$ cat config.mk
export PLATFORM = sky130hd
export DESIGN_NAME = flash_cmd_decoder
export DESIGN_NICKNAME = d
export VERILOG_FILES = /design/src/rtl/fcd_pkg.sv /design/src/rtl/fcd_classify.sv /design/src/rtl/fcd_seq_fsm.sv /design/src/rtl/fcd_id_read.sv /design/src/rtl/flash_cmd_decoder.sv
export SDC_FILE = /design/constraint.sdc
export NUM_CORES = 1
export LEC_CHECK = 0
export ABC_AREA = 1
export BUFFER_PORTS_ARGS = -buffer_cell sky130_fd_sc_hd__buf_2
export CORE_ASPECT_RATIO = 1.5
export CORE_MARGIN = 5
export CORE_UTILIZATION = 52
export DETAILED_ROUTE_END_ITERATION = 6
export PLACE_DENSITY = 0.86
export SLEW_MARGIN = 10
export SYNTH_ARGS = -nofsm -noshare
export SYNTH_HDL_FRONTEND = slang
export SYNTH_SLANG_ARGS = --single-unit
$ cat constraint.sdc
create_clock -name clk -period 2.6 [get_ports clk]
set_input_delay 0.39 -clock clk [delete_from_list [all_inputs] [get_ports clk]]
set_output_delay 0.39 -clock clk [all_outputs]
set_load 0.01 [all_outputs]
$ cat src/rtl/fcd_pkg.sv
package fcd_pkg;

    typedef enum logic [2:0] {
        ST_IDLE,
        ST_KEY1,
        ST_CMD,
        ST_PROG,
        ST_ERA1,
        ST_ERA2,
        ST_ERA3
    } seq_state_e;

    typedef enum logic [2:0] {
        OP_NONE   = 3'd0,
        OP_PROG   = 3'd1,
        OP_CHIP   = 3'd2,
        OP_SECTOR = 3'd3,
        OP_BLOCK  = 3'd4
    } op_e;

    typedef enum logic [1:0] {
        MODE_ARRAY = 2'd0,
        MODE_ID    = 2'd1,
        MODE_QUERY = 2'd2
    } mode_e;

    localparam logic [7:0] KEY_BYTE1  = 8'hAA;
    localparam logic [7:0] KEY_BYTE2  = 8'h55;
    localparam logic [7:0] CMD_PROG   = 8'hA0;
    localparam logic [7:0] CMD_ERASE  = 8'h80;
    localparam logic [7:0] CMD_ID     = 8'h90;
    localparam logic [7:0] CMD_QUERY  = 8'h98;
    localparam logic [7:0] CMD_EXIT   = 8'hF0;
    localparam logic [7:0] SEL_CHIP   = 8'h10;
    localparam logic [7:0] SEL_SECTOR = 8'h30;
    localparam logic [7:0] SEL_BLOCK  = 8'h50;

endpackage

$ cat src/rtl/fcd_classify.sv
module fcd_classify #(
    parameter int               CMD_AW = 15,
    parameter int               DATA_W = 8,
    parameter logic [CMD_AW-1:0] KEY_A1 = 15'h5555,
    parameter logic [CMD_AW-1:0] KEY_A2 = 15'h2AAA
) (
    input  logic [CMD_AW-1:0] cmd_addr,
    input  logic [DATA_W-1:0] data,
    output logic              at_key_a1,
    output logic              hit_key1,
    output logic              hit_key2
);
    import fcd_pkg::*;

    logic at_key_a2;

    always_comb begin
        at_key_a1 = (cmd_addr == KEY_A1);
        at_key_a2 = (cmd_addr == KEY_A2);
        hit_key1  = at_key_a1 && (data == DATA_W'(KEY_BYTE1));
        hit_key2  = at_key_a2 && (data == DATA_W'(KEY_BYTE2));
    end

endmodule

$ cat src/rtl/fcd_seq_fsm.sv
module fcd_seq_fsm #(
    parameter int ADDR_W  = 20,
    parameter int DATA_W  = 8,
    parameter int SEC_LSB = 12,
    parameter int BLK_LSB = 16
) (
    input  logic              clk,
    input  logic              rst,
    input  logic              wr_go,
    input  logic [ADDR_W-1:0] addr,
    input  logic [DATA_W-1:0] data,
    input  logic              at_key_a1,
    input  logic              hit_key1,
    input  logic              hit_key2,
    output logic              start,
    output fcd_pkg::op_e      start_op,
    output logic [ADDR_W-1:0] start_addr,
    output logic [DATA_W-1:0] start_data,
    output fcd_pkg::mode_e    mode
);
    import fcd_pkg::*;

    localparam logic [ADDR_W-1:0] SEC_MASK = {ADDR_W{1'b1}} << SEC_LSB;
    localparam logic [ADDR_W-1:0] BLK_MASK = {ADDR_W{1'b1}} << BLK_LSB;

    seq_state_e        state, nstate;
    mode_e             nmode;
    logic              fire;
    op_e               fop;
    logic [ADDR_W-1:0] faddr;

    // Next-state and next-output decode
    always_comb begin
        nstate = state;
        nmode  = mode;
        fire   = 1'b0;
        fop    = OP_NONE;
        faddr  = addr;
        if (wr_go) begin
            unique case (state)
                ST_IDLE: begin
                    if (hit_key1) begin
                        nstate = ST_KEY1;
                    end else if (data == DATA_W'(CMD_EXIT)) begin
                        nmode = MODE_ARRAY;
                    end
                end
                ST_KEY1: begin
                    if (hit_key2) begin
                        nstate = ST_CMD;
                    end else begin
                        nstate = ST_IDLE;
                        nmode  = MODE_ARRAY;
                    end
                end
                ST_CMD: begin
                    nstate = ST_IDLE;
                    if (!at_key_a1) begin
                        nmode = MODE_ARRAY;
                    end else begin
                        case (data)
                            DATA_W'(CMD_PROG):  nstate = ST_PROG;
                            DATA_W'(CMD_ERASE): nstate = ST_ERA1;
                            DATA_W'(CMD_ID):    nmode  = MODE_ID;
                            DATA_W'(CMD_QUERY): nmode  = MODE_QUERY;
                            default:            nmode  = MODE_ARRAY;
                        endcase
                    end
                end
                ST_PROG: begin
                    nstate = ST_IDLE;
                    fire   = 1'b1;
                    fop    = OP_PROG;
                end
                ST_ERA1: begin
                    if (hit_key1) begin
                        nstate = ST_ERA2;
                    end else begin
                        nstate = ST_IDLE;
                        nmode  = MODE_ARRAY;
                    end
                end
                ST_ERA2: begin
                    if (hit_key2) begin
                        nstate = ST_ERA3;
                    end else begin
                        nstate = ST_IDLE;
                        nmode  = MODE_ARRAY;
                    end
                end
                ST_ERA3: begin
                    nstate = ST_IDLE;
                    if (at_key_a1 && data == DATA_W'(SEL_CHIP)) begin
                        fire  = 1'b1;
                        fop   = OP_CHIP;
                        faddr = '0;
                    end else if (data == DATA_W'(SEL_SECTOR)) begin
                        fire  = 1'b1;
                        fop   = OP_SECTOR;
                        faddr = addr & SEC_MASK;
                    end else if (data == DATA_W'(SEL_BLOCK)) begin
                        fire  = 1'b1;
                        fop   = OP_BLOCK;
                        faddr = addr & BLK_MASK;
                    end else begin
                        nmode = MODE_ARRAY;
                    end
                end
                default: begin
                    nstate = ST_IDLE;
                end
            endcase
        end
    end

    // State register
    always_ff @(posedge clk) begin
        if (rst) begin
            state <= ST_IDLE;
        end else begin
            state <= nstate;
        end
    end

    // Registered outputs
    always_ff @(posedge clk) begin
        if (rst) begin
            start      <= 1'b0;
            start_op   <= OP_NONE;
            start_addr <= '0;
            start_data <= '0;
            mode       <= MODE_ARRAY;
        end else begin
            start    <= fire;
            start_op <= fop;
            mode     <= nmode;
            if (fire) begin
                start_addr <= faddr;
                start_data <= data;
            end
        end
    end

endmodule

$ cat src/rtl/fcd_id_read.sv
module fcd_id_read #(
    parameter int              ADDR_W = 20,
    parameter int              DATA_W = 8,
    parameter logic [DATA_W-1:0] MFR_ID = 8'hBF,
    parameter logic [DATA_W-1:0] DEV_ID = 8'hD8
) (
    input  logic              rd_en,
    input  logic [ADDR_W-1:0] rd_addr,
    input  fcd_pkg::mode_e    mode,
    output logic [DATA_W-1:0] id_data
);
    import fcd_pkg::*;

    logic offset_ok;

    always_comb begin
        offset_ok = (rd_addr[ADDR_W-1:1] == '0);
        if (rd_en && mode == MODE_ID && offset_ok) begin
            id_data = rd_addr[0] ? DEV_ID : MFR_ID;
        end else begin
            id_data = '0;
        end
    end

endmodule

$ cat src/rtl/flash_cmd_decoder.sv
module flash_cmd_decoder #(
    parameter int ADDR_W  = 20,
    parameter int DATA_W  = 8,
    parameter int CMD_AW  = 15,
    parameter int SEC_LSB = 12,
    parameter int BLK_LSB = 16
) (
    input  logic              clk,
    input  logic              rst,
    input  logic              wr_en,
    input  logic [ADDR_W-1:0] wr_addr,
    input  logic [DATA_W-1:0] wr_data,
    input  logic              rd_en,
    input  logic [ADDR_W-1:0] rd_addr,
    input  logic              busy,
    output logic              start,
    output logic [2:0]        start_op,
    output logic [ADDR_W-1:0] start_addr,
    output logic [DATA_W-1:0] start_data,
    output logic [1:0]        read_mode,
    output logic [DATA_W-1:0] id_data
);
    import fcd_pkg::*;

    logic  wr_go;
    logic  at_key_a1, hit_key1, hit_key2;
    op_e   op_q;
    mode_e mode_q;

    assign wr_go = wr_en && !busy;

    fcd_classify #(
        .CMD_AW (CMD_AW),
        .DATA_W (DATA_W)
    ) u_classify (
        .cmd_addr  (wr_addr[CMD_AW-1:0]),
        .data      (wr_data),
        .at_key_a1 (at_key_a1),
        .hit_key1  (hit_key1),
        .hit_key2  (hit_key2)
    );

    fcd_seq_fsm #(
        .ADDR_W  (ADDR_W),
        .DATA_W  (DATA_W),
        .SEC_LSB (SEC_LSB),
        .BLK_LSB (BLK_LSB)
    ) u_fsm (
        .clk        (clk),
        .rst        (rst),
        .wr_go      (wr_go),
        .addr       (wr_addr),
        .data       (wr_data),
        .at_key_a1  (at_key_a1),
        .hit_key1   (hit_key1),
        .hit_key2   (hit_key2),
        .start      (start),
        .start_op   (op_q),
        .start_addr (start_addr),
        .start_data (start_data),
        .mode       (mode_q)
    );

    fcd_id_read #(
        .ADDR_W (ADDR_W),
        .DATA_W (DATA_W)
    ) u_id (
        .rd_en   (rd_en),
        .rd_addr (rd_addr),
        .mode    (mode_q),
        .id_data (id_data)
    );

    assign start_op  = op_q;
    assign read_mode = mode_q;

endmodule

[Word-level counts from Yosys, hierarchy flattened]
Index checks and enable logic that the tools add are counted.
Storage, ports and cells
  output and inout port bits: 42
  bits in latches: 0
  register bits after elaboration: 37
  bits in writable memories: 0
  ROM bits: 0
  memories kept: 0
  word-level logic and storage cells: 83
  bits of input ports: 53
Cells by class
  multipliers: 0
  order comparisons: 0
  $add $sub $neg: 0
  divide/modulo/power cells: 0
  multiplexer cells: 33
  reductions and logical operators: 15
  shifts and indexed selects: 0
  bitwise gates (word level): 1
  equality and inequality tests: 28
Operators with widths (count)
  20-bit two-way mux: 3
  8-bit equality test, second input constant: 6
  16-bit two-way mux: 2
  3-bit two-way mux: 7
  19-bit logical NOT: 1
  2-bit two-way mux: 9
  8-bit by 7-bit equality test with 1-bit output, second input constant: 2
  15-bit by 14-bit equality test with 1-bit output, second input constant: 1
  15-bit equality test, second input constant: 1
  3-bit case mux with 5 select lines: 1
  2-bit != test, second input constant: 7
  3-bit case mux with 2 select lines: 2
  2-bit case mux with 5 select lines: 1
  10-bit AND reduction: 1
  3-bit equality test, second input constant: 3
  8-bit by 5-bit equality test with 1-bit output, second input constant: 1
  8-bit by 6-bit equality test with 1-bit output, second input constant: 1
  8-bit two-way mux: 1
  7-bit two-way mux: 1
  3-bit by 2-bit equality test with 1-bit output, second input constant: 2
  1-bit logical AND: 6
  2-bit case mux with 3 select lines: 1
  2-bit OR reduction: 3
  5-bit nonzero test: 1
  10 further kinds: 13

[Logic depth before layout (Yosys ltp)]
Gate-level depths: netlist of run 1.
  word-level depth: 6
  gate-level depth with buffers: 13

[Modules after synthesis]
Synthesis of run 1 repeated with hierarchy kept, for this count alone.
Second synthesis, totals
  cell total of the unflattened synthesis: 364
  area, all modules: 2185.8 µm²
By module, submodules not included
  fcd_seq_fsm: cells an instance 280, sequential area each 740.7 µm², area each 1826.8 µm², times used 1
  fcd_classify: cells an instance 51, sequential area each 0.0 µm², area each 202.7 µm², times used 1
  fcd_id_read: cells an instance 31, sequential area each 0.0 µm², area each 146.4 µm², times used 1
  flash_cmd_decoder: cells an instance 2, sequential area each 0.0 µm², area each 10.0 µm², times used 1

[Least setup slack after synthesis of run 1]
OpenSTA, ideal clock, no wires.
  kind: input port to output port
  from: in rd_addr[11]
  to: out id_data[1]
  required time: 2210 ps
  slack: 902 ps
  data arrival time: 1308 ps
  cell stages on the path: 5
  cells stage by stage: nor4_1 > and2_1 > nand3_1 > nor2_1 > buf_4
Between the ends
  cells in the longest elaborated chain, start to end: 3
Ends and longest elaborated chain
  from (decl): line flash_cmd_decoder.sv:14  | input logic [ADDR_W-1:0] rd_addr,
  19-bit logical NOT: line fcd_id_read.sv:17  | offset_ok = (rd_addr[ADDR_W-1:1] == '0);
  1-bit logical AND: line fcd_id_read.sv:18  | if (rd_en && mode == MODE_ID && offset_ok) begin
  8-bit two-way mux: line fcd_id_read.sv:18
  to (decl): line flash_cmd_decoder.sv:21  | output logic [DATA_W-1:0] id_data
Every way passes these cells.

[Worst setup path in the final report of run 1]
  from: reg u_fsm.state[1]
  to: reg u_fsm.start_data[1]
Between the ends
  cells in the longest elaborated chain, start to end: 3
  elaborated cells on any way between the ends: 4
  those cells by class: 2 x eq/ne; 2 x mux
Ends and longest elaborated chain
  from (decl): line fcd_seq_fsm.sv:26  | seq_state_e state, nstate;
  from (signal assigned): line fcd_seq_fsm.sv:121  | state <= nstate;
  3-bit equality test or 3-bit by 2-bit equality test with 1-bit output (tied branches): line fcd_seq_fsm.sv:40  | unique case (state)
  1-bit case mux with 2 select lines (*): line fcd_seq_fsm.sv:40
  1-bit two-way mux (*): line fcd_seq_fsm.sv:39  | if (wr_go) begin
  to (signal assigned): line fcd_seq_fsm.sv:139  | start_data <= data;
  to (decl): line fcd_seq_fsm.sv:18  | output logic [DATA_W-1:0] start_data,
Every way passes the cells marked *; elsewhere a longest branch is shown, timed or not.
A chain may end at the register's enable or synchronous reset.

==> impl_metrics.env, run 1 <==
export IMPL_max_stage_delay_ns=0.38
export IMPL_synthSimpleGateAreaFrac_pct=45.77
export IMPL_cp_required_ns=2.79
export IMPL_io_buffer_count=94
export IMPL_cts_tree="built"
export IMPL_yosys_register_bits=37
export IMPL_grt_pass1_wl_microns=10630
export IMPL_max_freq_mhz=487.3
export IMPL_holdPathStages=3
export IMPL_finalPower_uw=1112
export IMPL_worstPathArrival_ns=2.24
export IMPL_grt_pass1_vias=2529
export IMPL_cts_clk_slew_worst_paths_ns=0.07
export IMPL_cts_buffer_depth=2
export IMPL_power_density_nw_per_um2=391.8
export IMPL_clock_sinks=37
export IMPL_syn_area_per_cell_sq_um=6.045
export IMPL_layout_drive_gt1_share_pct=25.43
export IMPL_hold_violations=0
export IMPL_die_w_microns=64.20
export IMPL_clock_latency_ns=0.29
export IMPL_synth_top_family_by_area="simple AND/OR/NAND/NOR gates"
export IMPL_die_h_microns=91.30
export IMPL_p_leak_uw=0.001383
export IMPL_synthDistinctLibCells=26
export IMPL_hold_end="u_fsm.start_addr[18]"
export IMPL_hpwl_microns=5295
export IMPL_timing_final_crit_share_pct=78.93
export IMPL_end_kind="flop"
export IMPL_gp_congestion=0.9440
export IMPL_synth_mux_area_share_pct=0
export IMPL_slew_viol_final=0
export IMPL_start_kind="flop"
export IMPL_cp_common_cell="nand2_4"
export IMPL_routedWlPerCell_microns=12.65
export IMPL_antenna_found_initial=0
export IMPL_rr_worst_depth=7
export IMPL_worst_pin_slew_ns=0.5037
export IMPL_synth_fa_ha_area_share_pct=0
export IMPL_synthXorXnorAreaFrac_pct=0
export IMPL_rsz0062_at_grt="no"
export IMPL_critical_path_class="flop to flop"
export IMPL_start_util_pct=53.96
export IMPL_maxCapViolCount=0
export IMPL_synth_compound_area_share_pct=9.667
export IMPL_tns_ns=0
export IMPL_cts_root_buffer_cell="clkbuf_8"
export IMPL_grt_usage_pct=22.32
export IMPL_synth_edf_count=0
export IMPL_fillCellCount=404
export IMPL_fp_row_count=29
export IMPL_r2r_start="u_fsm.state[1]"
export IMPL_final_setup_viol_count=0
export IMPL_hold_path_class="input pin to flop"
export IMPL_drt_first_pass_iters=4
export IMPL_syn_instance_count=379
export IMPL_dieArea_sq_um=5861
export IMPL_grt_max_degree=30
export IMPL_h_tree_depth=2
export IMPL_ys_warn_count=0
export IMPL_relSlewSlack_pct=66.16
export IMPL_cts_setup_buffers=0
export IMPL_via_count=2678
export IMPL_drtIter0Drc=81
export IMPL_synthArstFlopShare_pct=0
export IMPL_vias_per_cell=5.210
export IMPL_reg2reg_slack_ns=0.55
export IMPL_crit_chain="inv_1 -> nor3_2 -> nand2_4 -> nand2_4 -> nand2_2 -> o21ai_0 -> nor2_1"
export IMPL_worstHoldStart="wr_addr[18]"
export IMPL_area_growth_pct=23.92
export IMPL_layout_commonest_cell="buf_2"
export IMPL_cts_buffers=5
export IMPL_clock_skew_ns=0.001824
export IMPL_yosysSeqAreaShare_pct=32.33
export IMPL_ant_nets=0
export IMPL_yosys_most_used_dff="dfxtp_1"
export IMPL_drt_total_wl_microns=6500
export IMPL_cp_startpoint="u_fsm.state[1]"
export IMPL_fin_crit_ns=2.052
export IMPL_crit_path_top_delay_cell="dfxtp_1"
export IMPL_syn_nets=432
export IMPL_regToRegEndpoint="u_fsm.start_data[1]"
export IMPL_crit_fanout=29
export IMPL_synthesis_area_sq_um=2291
export IMPL_outcome="complete, no violations"
export IMPL_cts_hold_buf=0
export IMPL_core_area_sq_um=4245
export IMPL_final_cell_mix="buf_2 (94), nand2_1 (86), nor2_1 (79)"
export IMPL_antenna_cells=0
export IMPL_grt_ovfl_total=0
export IMPL_peakVddDrop_uv=372.1
export IMPL_drc=0
export IMPL_post_cts_resized=0
export IMPL_ios=95
export IMPL_fin_nets=521
## worst max-delay path: cells and delay by family (launching register included)
kind | cells | cell delay, ns
AND/OR/NAND/NOR | 5 | 1.15
buffers and inverters | 1 | 0.12
AO/OA/AOI/OAI | 1 | 0.28
flip-flops | 1 | 0.38
## how the worst max path moves through the flow
stage / to / cells past startpoint
floorplan: id_data[1] / 5
global placement: u_fsm.start_data[1] / 11
detailed placement: u_fsm.start_data[1] / 11
CTS: u_fsm.start_data[1] / 7
global route: u_fsm.start_data[5] / 11
finish: u_fsm.start_data[1] / 7
## cell families (layout without fill, tap and decap cells)
family,Yosys count,after routing
AO/OA/AOI/OAI,42,42
buffers and inverters,64,153
flip-flops,37,37
AND/OR/NAND/NOR,236,236
## area by class of cell
class                   instances  area (sq um)  share of cell area, %
well taps                      46         57.56                  2.027
clock inverters                 1         7.507                 0.2644
repair buffers                 98         500.5                  17.63
inverters                      48         180.2                  6.346
clock buffers                   6         82.58                  2.909
flip-flops and latches         37         740.7                  26.09
multi-input cells             278          1270                  44.73
## metal layers
layer | global-route usage, % | share of wire (%)
met5 | 0 | 0
met3 | 5.802 | 8.2
met1 | 22.34 | 37
met4 | 10.19 | 3.6
met2 | 41.61 | 51
## sequential cells by signal, indices dropped and copies added (netlist names)
| name | cells |
|---|---|
| u_fsm.mode | 2 |
| u_fsm.state | 3 |
| u_fsm.start_addr | 20 |
| u_fsm.start | 1 |
| u_fsm.start_op | 3 |
| u_fsm.start_data | 8 |
## report_power, final
part / switching, uW / leakage [uW] / internal, uW / total [uW]
Clock: 209 / 0.0000433 / 210 / 419
Sequential: 0.0184 / 0.000298 / 566 / 566
Combinational: 78.3 / 0.00104 / 48.9 / 127
## synth_stat cells (2+ instances only)
| cell type | count | share of area (%) |
|---|---|---|
| a21oi_1 | 25 | 5.5 |
| a21oi_2 | 2 | 0.76 |
| and2_1 | 3 | 0.82 |
| buf_2 | 2 | 0.44 |
| buf_4 | 6 | 2.0 |
| buf_6 | 2 | 0.98 |
| clkbuf_1 | 6 | 0.98 |
| dfxtp_1 | 37 | 32 |
| inv_1 | 45 | 7.4 |
| inv_2 | 2 | 0.33 |
| nand2_1 | 86 | 14 |
| nand2_2 | 3 | 0.82 |
| nand2_4 | 2 | 0.98 |
| nand3_1 | 17 | 3.7 |
| nand3b_1 | 2 | 0.66 |
| nand4_1 | 24 | 6.6 |
| nor2_1 | 79 | 13 |
| nor2_2 | 4 | 1.1 |
| nor3_1 | 8 | 1.7 |
| nor4_1 | 6 | 1.6 |
| o21ai_0 | 13 | 2.8 |
## metrics by stage
step | setup slack (ns) | hold slack [ns] | area [sq um] | cells | util (%)
after floorplan | 0.9015 | 0.4591 | 2291 | 379 | -
final | 0.5478 | 0.3712 | 2839 | 514 | 66.87
after CTS | 0.5669 | 0.3769 | 2839 | 514 | 66.87
after global routing | 0.2774 | 0.3769 | 2839 | 514 | 66.87
after global placement | 0.3801 | 0.4518 | 2749 | 507 | 64.75
after detailed placement | 0.2911 | 0.4549 | 2749 | 507 | 64.75
No activity file was read; power rests on OpenSTA's default activity.
==> run 2, diff against run 1 <==
--- a/config.mk
+++ b/config.mk
@@ -9,9 +9,9 @@
 export BUFFER_PORTS_ARGS = -buffer_cell sky130_fd_sc_hd__buf_2
 export CORE_ASPECT_RATIO = 1.5
 export CORE_MARGIN = 5
-export CORE_UTILIZATION = 52
+export CORE_UTILIZATION = 44
 export DETAILED_ROUTE_END_ITERATION = 6
-export PLACE_DENSITY = 0.86
+export PLACE_DENSITY = 0.77
 export SLEW_MARGIN = 10
 export SYNTH_ARGS = -nofsm -noshare
 export SYNTH_HDL_FRONTEND = slang
==> constraint.sdc (replaced) <==
create_clock -name clk -period 1.65 [get_ports clk]
set_input_delay 0.2475 -clock clk [delete_from_list [all_inputs] [get_ports clk]]
set_output_delay 0.2475 -clock clk [all_outputs]
set_load 0.01 [all_outputs]
==> run 2 against run 1 <==
  * Global-route usage fell by 1.6 points
  * Final area rose by 10%
  * Highest routed layer unchanged
  * Wire length rose by 5.9%
  * Die area rose by 16%
  * Sequential share of layout area fell by 2.3 points
  * Power rose by 62%
==> impl_metrics.env, run 2 (synthesis gave the netlist of run 1 again) <==
export IMPL_p_comb_share_pct=12.8
export IMPL_io_buffer_count=94
export IMPL_routedWlPerCell_microns=12.18
export IMPL_cpLargestDelayFamily="simple AND/OR/NAND/NOR gates"
export IMPL_antenna_cells=0
export IMPL_grt_max_degree=24
export IMPL_crit_path_top_delay_cell="dfxtp_1"
export IMPL_power_switching_uw=466.0
export IMPL_worst_pin_slew_ns=0.4086
export IMPL_max_stage_delay_ns=0.33
export IMPL_cts_buffer_depth=2
export IMPL_critPathBufInv=2
export IMPL_p_int_uw=1332
export IMPL_place_ws_ns=-0.09369
export IMPL_drc=0
export IMPL_fin_nets=549
export IMPL_cts_tree="built"
export IMPL_cp_required_ns=1.40
export IMPL_layout_drive_gt1_share_pct=31.19
export IMPL_core_area_sq_um=5085
export IMPL_fp_row_count=32
export IMPL_critical_path_class="flop to primary output"
export IMPL_dieArea_sq_um=6780
export IMPL_peakVddDrop_uv=638.6
export IMPL_h_tree_depth=2
export IMPL_worstPathArrival_ns=1.30
export IMPL_top_register="u_fsm.start_addr"
export IMPL_drt_first_pass_iters=4
export IMPL_hold_worst_slack_ns=0.2162
export IMPL_final_setup_viol_count=0
export IMPL_outcome="complete, no violations"
export IMPL_max_freq_mhz=646.5
export IMPL_die_h_microns=98.38
export IMPL_grt_pass1_wl_microns=10960
export IMPL_die_w_microns=68.92
export IMPL_hpwl_microns=5499
export IMPL_cts_buffers=5
export IMPL_grt_ovfl_total=0
export IMPL_power_frac_seq_pct=49.6
export IMPL_slew_viol_final=0
export IMPL_drtIter0Drc=93
export IMPL_crit_fanout=4
export IMPL_clock_latency_ns=0.29
export IMPL_grt_usage_pct=20.74
export IMPL_p_leak_uw=0.001542
export IMPL_gp_congestion=0.9310
export IMPL_worst_slack_ns=0.1033
export IMPL_p_clk_share_pct=37.5
export IMPL_grt_pass1_vias=2626
export IMPL_layout_commonest_cell="buf_2"
export IMPL_cts_root_buffer_cell="clkbuf_8"
export IMPL_fin_crit_ns=1.547
export IMPL_cts_clk_slew_worst_paths_ns=0.08
export IMPL_clock_sinks=37
export IMPL_crit_chain="inv_1 -> nor3_2 -> nand3_2 -> nor2_2 -> buf_2"
export IMPL_ios=95
export IMPL_hold_path_class="input pin to flop"
export IMPL_drt_total_wl_microns=6883
export IMPL_start_kind="flop"
export IMPL_top_regs="u_fsm.start_addr: 20 flops, u_fsm.start_data: 8 flops"
export IMPL_tns_ns=0
export IMPL_largest_reg_flops=20
export IMPL_hold_violations=0
export IMPL_switching_share_pct=25.92
export IMPL_power_density_nw_per_um2=573.3
export IMPL_ant_nets=0
export IMPL_vias_per_cell=4.965
export IMPL_clock_skew_ns=0.004145
export IMPL_antenna_found_initial=0
export IMPL_relSlewSlack_pct=72.51
export IMPL_maxCapViolCount=0
export IMPL_via_count=2805
export IMPL_finalPower_uw=1798
export IMPL_end_kind="primary output"
export IMPL_area_growth_pct=36.87
export IMPL_final_cell_mix="buf_2 (94), nand2_1 (86), nor2_1 (78)"
export IMPL_start_util_pct=45.05
export IMPL_timing_final_crit_share_pct=93.74
[run 2: path summary, 6_finish.rpt]
path | startpoint | endpoint | slack (ns) | depth (start not counted)
worst max register to register | u_fsm.state[1] | u_fsm.state[1] | 0.16 | 8
worst min register to register | u_fsm.start_addr[4] | u_fsm.start_addr[4] | 0.46 | 2
worst max-delay path | u_fsm.mode[0] | id_data[1] | 0.10 | 5
worst min-delay path | wr_addr[18] | u_fsm.start_addr[18] | 0.22 | 3
[run 2: routing by layer]
metal	part of all wire [%]	up-vias	track usage, %
met2	52	98	36.69
met3	6.4	24	3.567
met1	38	1241	22.58
li1	-	1442	-
met5	0	-	0
met4	3.6	0	10.36
[run 2: stage by stage]
| stage | area [sq um] | utilization [%] | instances |
|---|---|---|---|
| 6_report | 3136 | 61.66 | 565 |
| 5_1_grt | 3136 | 61.66 | 565 |
| 4_1_cts | 3108 | 61.12 | 565 |
| 3_5_place_dp | 3012 | 59.23 | 557 |
| 3_3_place_gp | 3012 | 59.23 | 557 |
| 2_1_floorplan | 2291 | - | 379 |
[run 2: cell type report]
class / instances / area [sq um]
clock buffers: 6 / 82.58
clock inverters: 2 / 13.76
repair buffers: 126 / 735.7
fillers: 511 / 1949
well taps: 68 / 85.08
multi-input cells: 278 / 1294
inverters: 48 / 180.2
flip-flops and latches: 37 / 744.5
[run 2: power by group through the flow]
stage	clock network, uW	registers [uW]	logic (uW)
3_3_place_gp	0	913	226
3_5_place_dp	0	913	230
4_1_cts	694	892	231
2_1_floorplan	0	913	90.4
5_1_grt	733	892	262
6_report	675	892	231
[run 2: timing repair]
item                       CTS  global route
hold buffers                 0             0
gates resized for setup      0             8
setup endpoints to repair    0            15
buffers inserted             0             0
[run 2: worst reg2reg max path: stages (launching register included)]
cell and delay (ns):
dfxtp_2 0.34, inv_1 0.19, nand2_1 0.17, nor3_1 0.17
nand2_1 0.08, nor2_1 0.10, nor2_1 0.08, nand3b_1 0.17
a21oi_1 0.12
==> run 3, diff against run 2 <==
==> constraint.sdc (replaced) <==
create_clock -name clk -period 1.65 [get_ports clk]
set_input_delay 0.0825 -clock clk [delete_from_list [all_inputs] [get_ports clk]]
set_output_delay 0.0825 -clock clk [all_outputs]
set_load 0.01 [all_outputs]
==> run 3 against run 2 <==
  * Sequential power about the same
  * Global-route usage up 0.099 points
  * Clock power decreased by 7.3%
  * Clock-buffer cell count did not move
  * Final cell count shrank 3.9%
  * Largest power group unchanged
  * Clock skew decreased by 0.0021 ns
==> impl_metrics.env, run 3 (synthesis gave the netlist of run 1 again) <==
export IMPL_outcome="complete, no violations"
export IMPL_clock_latency_ns=0.29
export IMPL_vias_per_cell=4.976
export IMPL_crit_fanout=9
export IMPL_grt_pass1_vias=2559
export IMPL_max_freq_mhz=671.0
export IMPL_relSlewSlack_pct=71.52
export IMPL_critPathBufInv=1
export IMPL_cp_startpoint="u_fsm.state[0]"
export IMPL_antenna_found_initial=0
export IMPL_max_stage_delay_ns=0.44
export IMPL_rsz0062_at_grt="no"
export IMPL_tns_ns=0
export IMPL_ant_nets=0
export IMPL_worstHoldStart="wr_addr[19]"
export IMPL_drc=0
export IMPL_start_util_pct=45.05
export IMPL_fin_nets=528
export IMPL_layout_commonest_cell="buf_2"
export IMPL_core_area_sq_um=5085
export IMPL_end_kind="flop"
export IMPL_drt_first_pass_iters=5
export IMPL_peakVddDrop_uv=470.1
export IMPL_timing_final_crit_share_pct=90.32
export IMPL_power_density_nw_per_um2=583.8
export IMPL_final_cell_mix="buf_2 (94), nand2_1 (86), nor2_1 (78)"
export IMPL_h_tree_depth=2
export IMPL_r2r_start="u_fsm.state[0]"
export IMPL_clock_sinks=37
export IMPL_layout_drive_gt1_share_pct=27.37
export IMPL_clock_skew_ns=0.002008
export IMPL_p_leak_uw=0.001432
export IMPL_routedWlPerCell_microns=12.57
export IMPL_slew_viol_final=0
export IMPL_cp_required_ns=1.84
export IMPL_grt_usage_pct=20.83
export IMPL_antenna_cells=0
export IMPL_fp_row_count=32
export IMPL_cts_buffers=5
export IMPL_gp_congestion=0.9271
export IMPL_cts_tree="built"
export IMPL_maxCapViolCount=0
export IMPL_hold_path_class="input pin to flop"
export IMPL_io_buffer_count=94
export IMPL_final_setup_viol_count=0
export IMPL_top_regs="u_fsm.start_addr: 20 flops, u_fsm.start_data: 8 flops"
export IMPL_finalInstanceArea_sq_um=2952
export IMPL_utilization_pct=58.05
export IMPL_crit_chain="nor2_1 -> nand2_1 -> inv_1 -> a21oi_1 -> nand2_1 -> nor2_1 -> nand4_1 -> nand2_1 -> nor2_1"
export IMPL_worst_pin_slew_ns=0.4271
export IMPL_cts_buffer_depth=2
export IMPL_worstPathArrival_ns=1.68
export IMPL_cts_hold_buf=0
export IMPL_drtIter0Drc=110
export IMPL_hpwl_microns=5523
export IMPL_hold_violations=0
export IMPL_cts_root_buffer_cell="clkbuf_8"
export IMPL_fin_crit_ns=1.490
export IMPL_largest_reg_flops=20
export IMPL_via_count=2702
export IMPL_area_growth_pct=28.84
export IMPL_die_w_microns=68.92
export IMPL_grt_ovfl_total=0
export IMPL_top_register="u_fsm.start_addr"
export IMPL_crit_path_top_delay_cell="dfxtp_2"
export IMPL_cts_clk_slew_worst_paths_ns=0.08
export IMPL_die_h_microns=98.38
export IMPL_grt_pass1_wl_microns=10970
export IMPL_grt_max_degree=30
export IMPL_post_cts_resized=0
export IMPL_drt_total_wl_microns=6825
export IMPL_critical_path_class="flop to flop"
export IMPL_start_kind="flop"
export IMPL_cts_setup_buffers=0
export IMPL_postPlaceCellArea_sq_um=2854
export IMPL_dieArea_sq_um=6780
export IMPL_ios=95
export IMPL_cpLargestDelayFamily="simple AND/OR/NAND/NOR gates"
-- run 3: metal layers --
layer	up-vias	track usage (%)	part of all wire, %
met2	101	38.68	52
met3	16	3.913	7.5
met1	1183	21.90	37
li1	1402	-	-
met4	0	7.958	2.6
met5	-	0	0
-- run 3: power breakdown --
group | internal, uW | total (uW) | leakage (uW) | switching, uW
logic | 80.3 | 205 | 0.00109 | 125
clock network | 293 | 626 | 0.0000412 | 333
registers | 892 | 892 | 0.000299 | 0.0333
total | 1260 | 1720 | 0.00143 | 458
-- run 3: stage by stage --
stage	worst slack [ns]	total power (uW)	std cells	hold slack (ns)
finish	0.1597	1723	543	0.05776
global route	0.01023	1802	543	0.06799
CTS	0.05636	1745	543	0.04988
detailed placement	0.05280	1118	536	0.3608
global placement	0.09843	1114	536	0.3583
floorplan	0.1009	1004	379	0.1516
-- run 3: path summary, 6_finish.rpt --
path	endpoint	slack [ns]	cells after the start
worst max register to register	u_fsm.mode[0]	0.16	9
worst max-delay path	u_fsm.mode[0]	0.16	9
worst min-delay path	u_fsm.start_addr[19]	0.06	3
worst min register to register	u_fsm.start_addr[11]	0.46	2
-- run 3: worst register-to-register path: cells and delay by family, from the launching register on --
| kind | cells | cell delay (ns) |
|---|---|---|
| and+or+nand+nor | 7 | 0.74 |
| buffers and inverters | 1 | 0.07 |
| AOI/OAI and AO/OA | 1 | 0.14 |
| DFF | 1 | 0.44 |
-- run 3: final cells by class --
cell class	instances	area [sq um]
Clock inverter	1	8.758
Tap cell	68	85.08
Multi-Input combinational cell	278	1284
Timing Repair Buffer	105	578.1
Inverter	48	180.2
Sequential cell	37	743.2
Fill cell	552	2133
Clock buffer	6	72.57
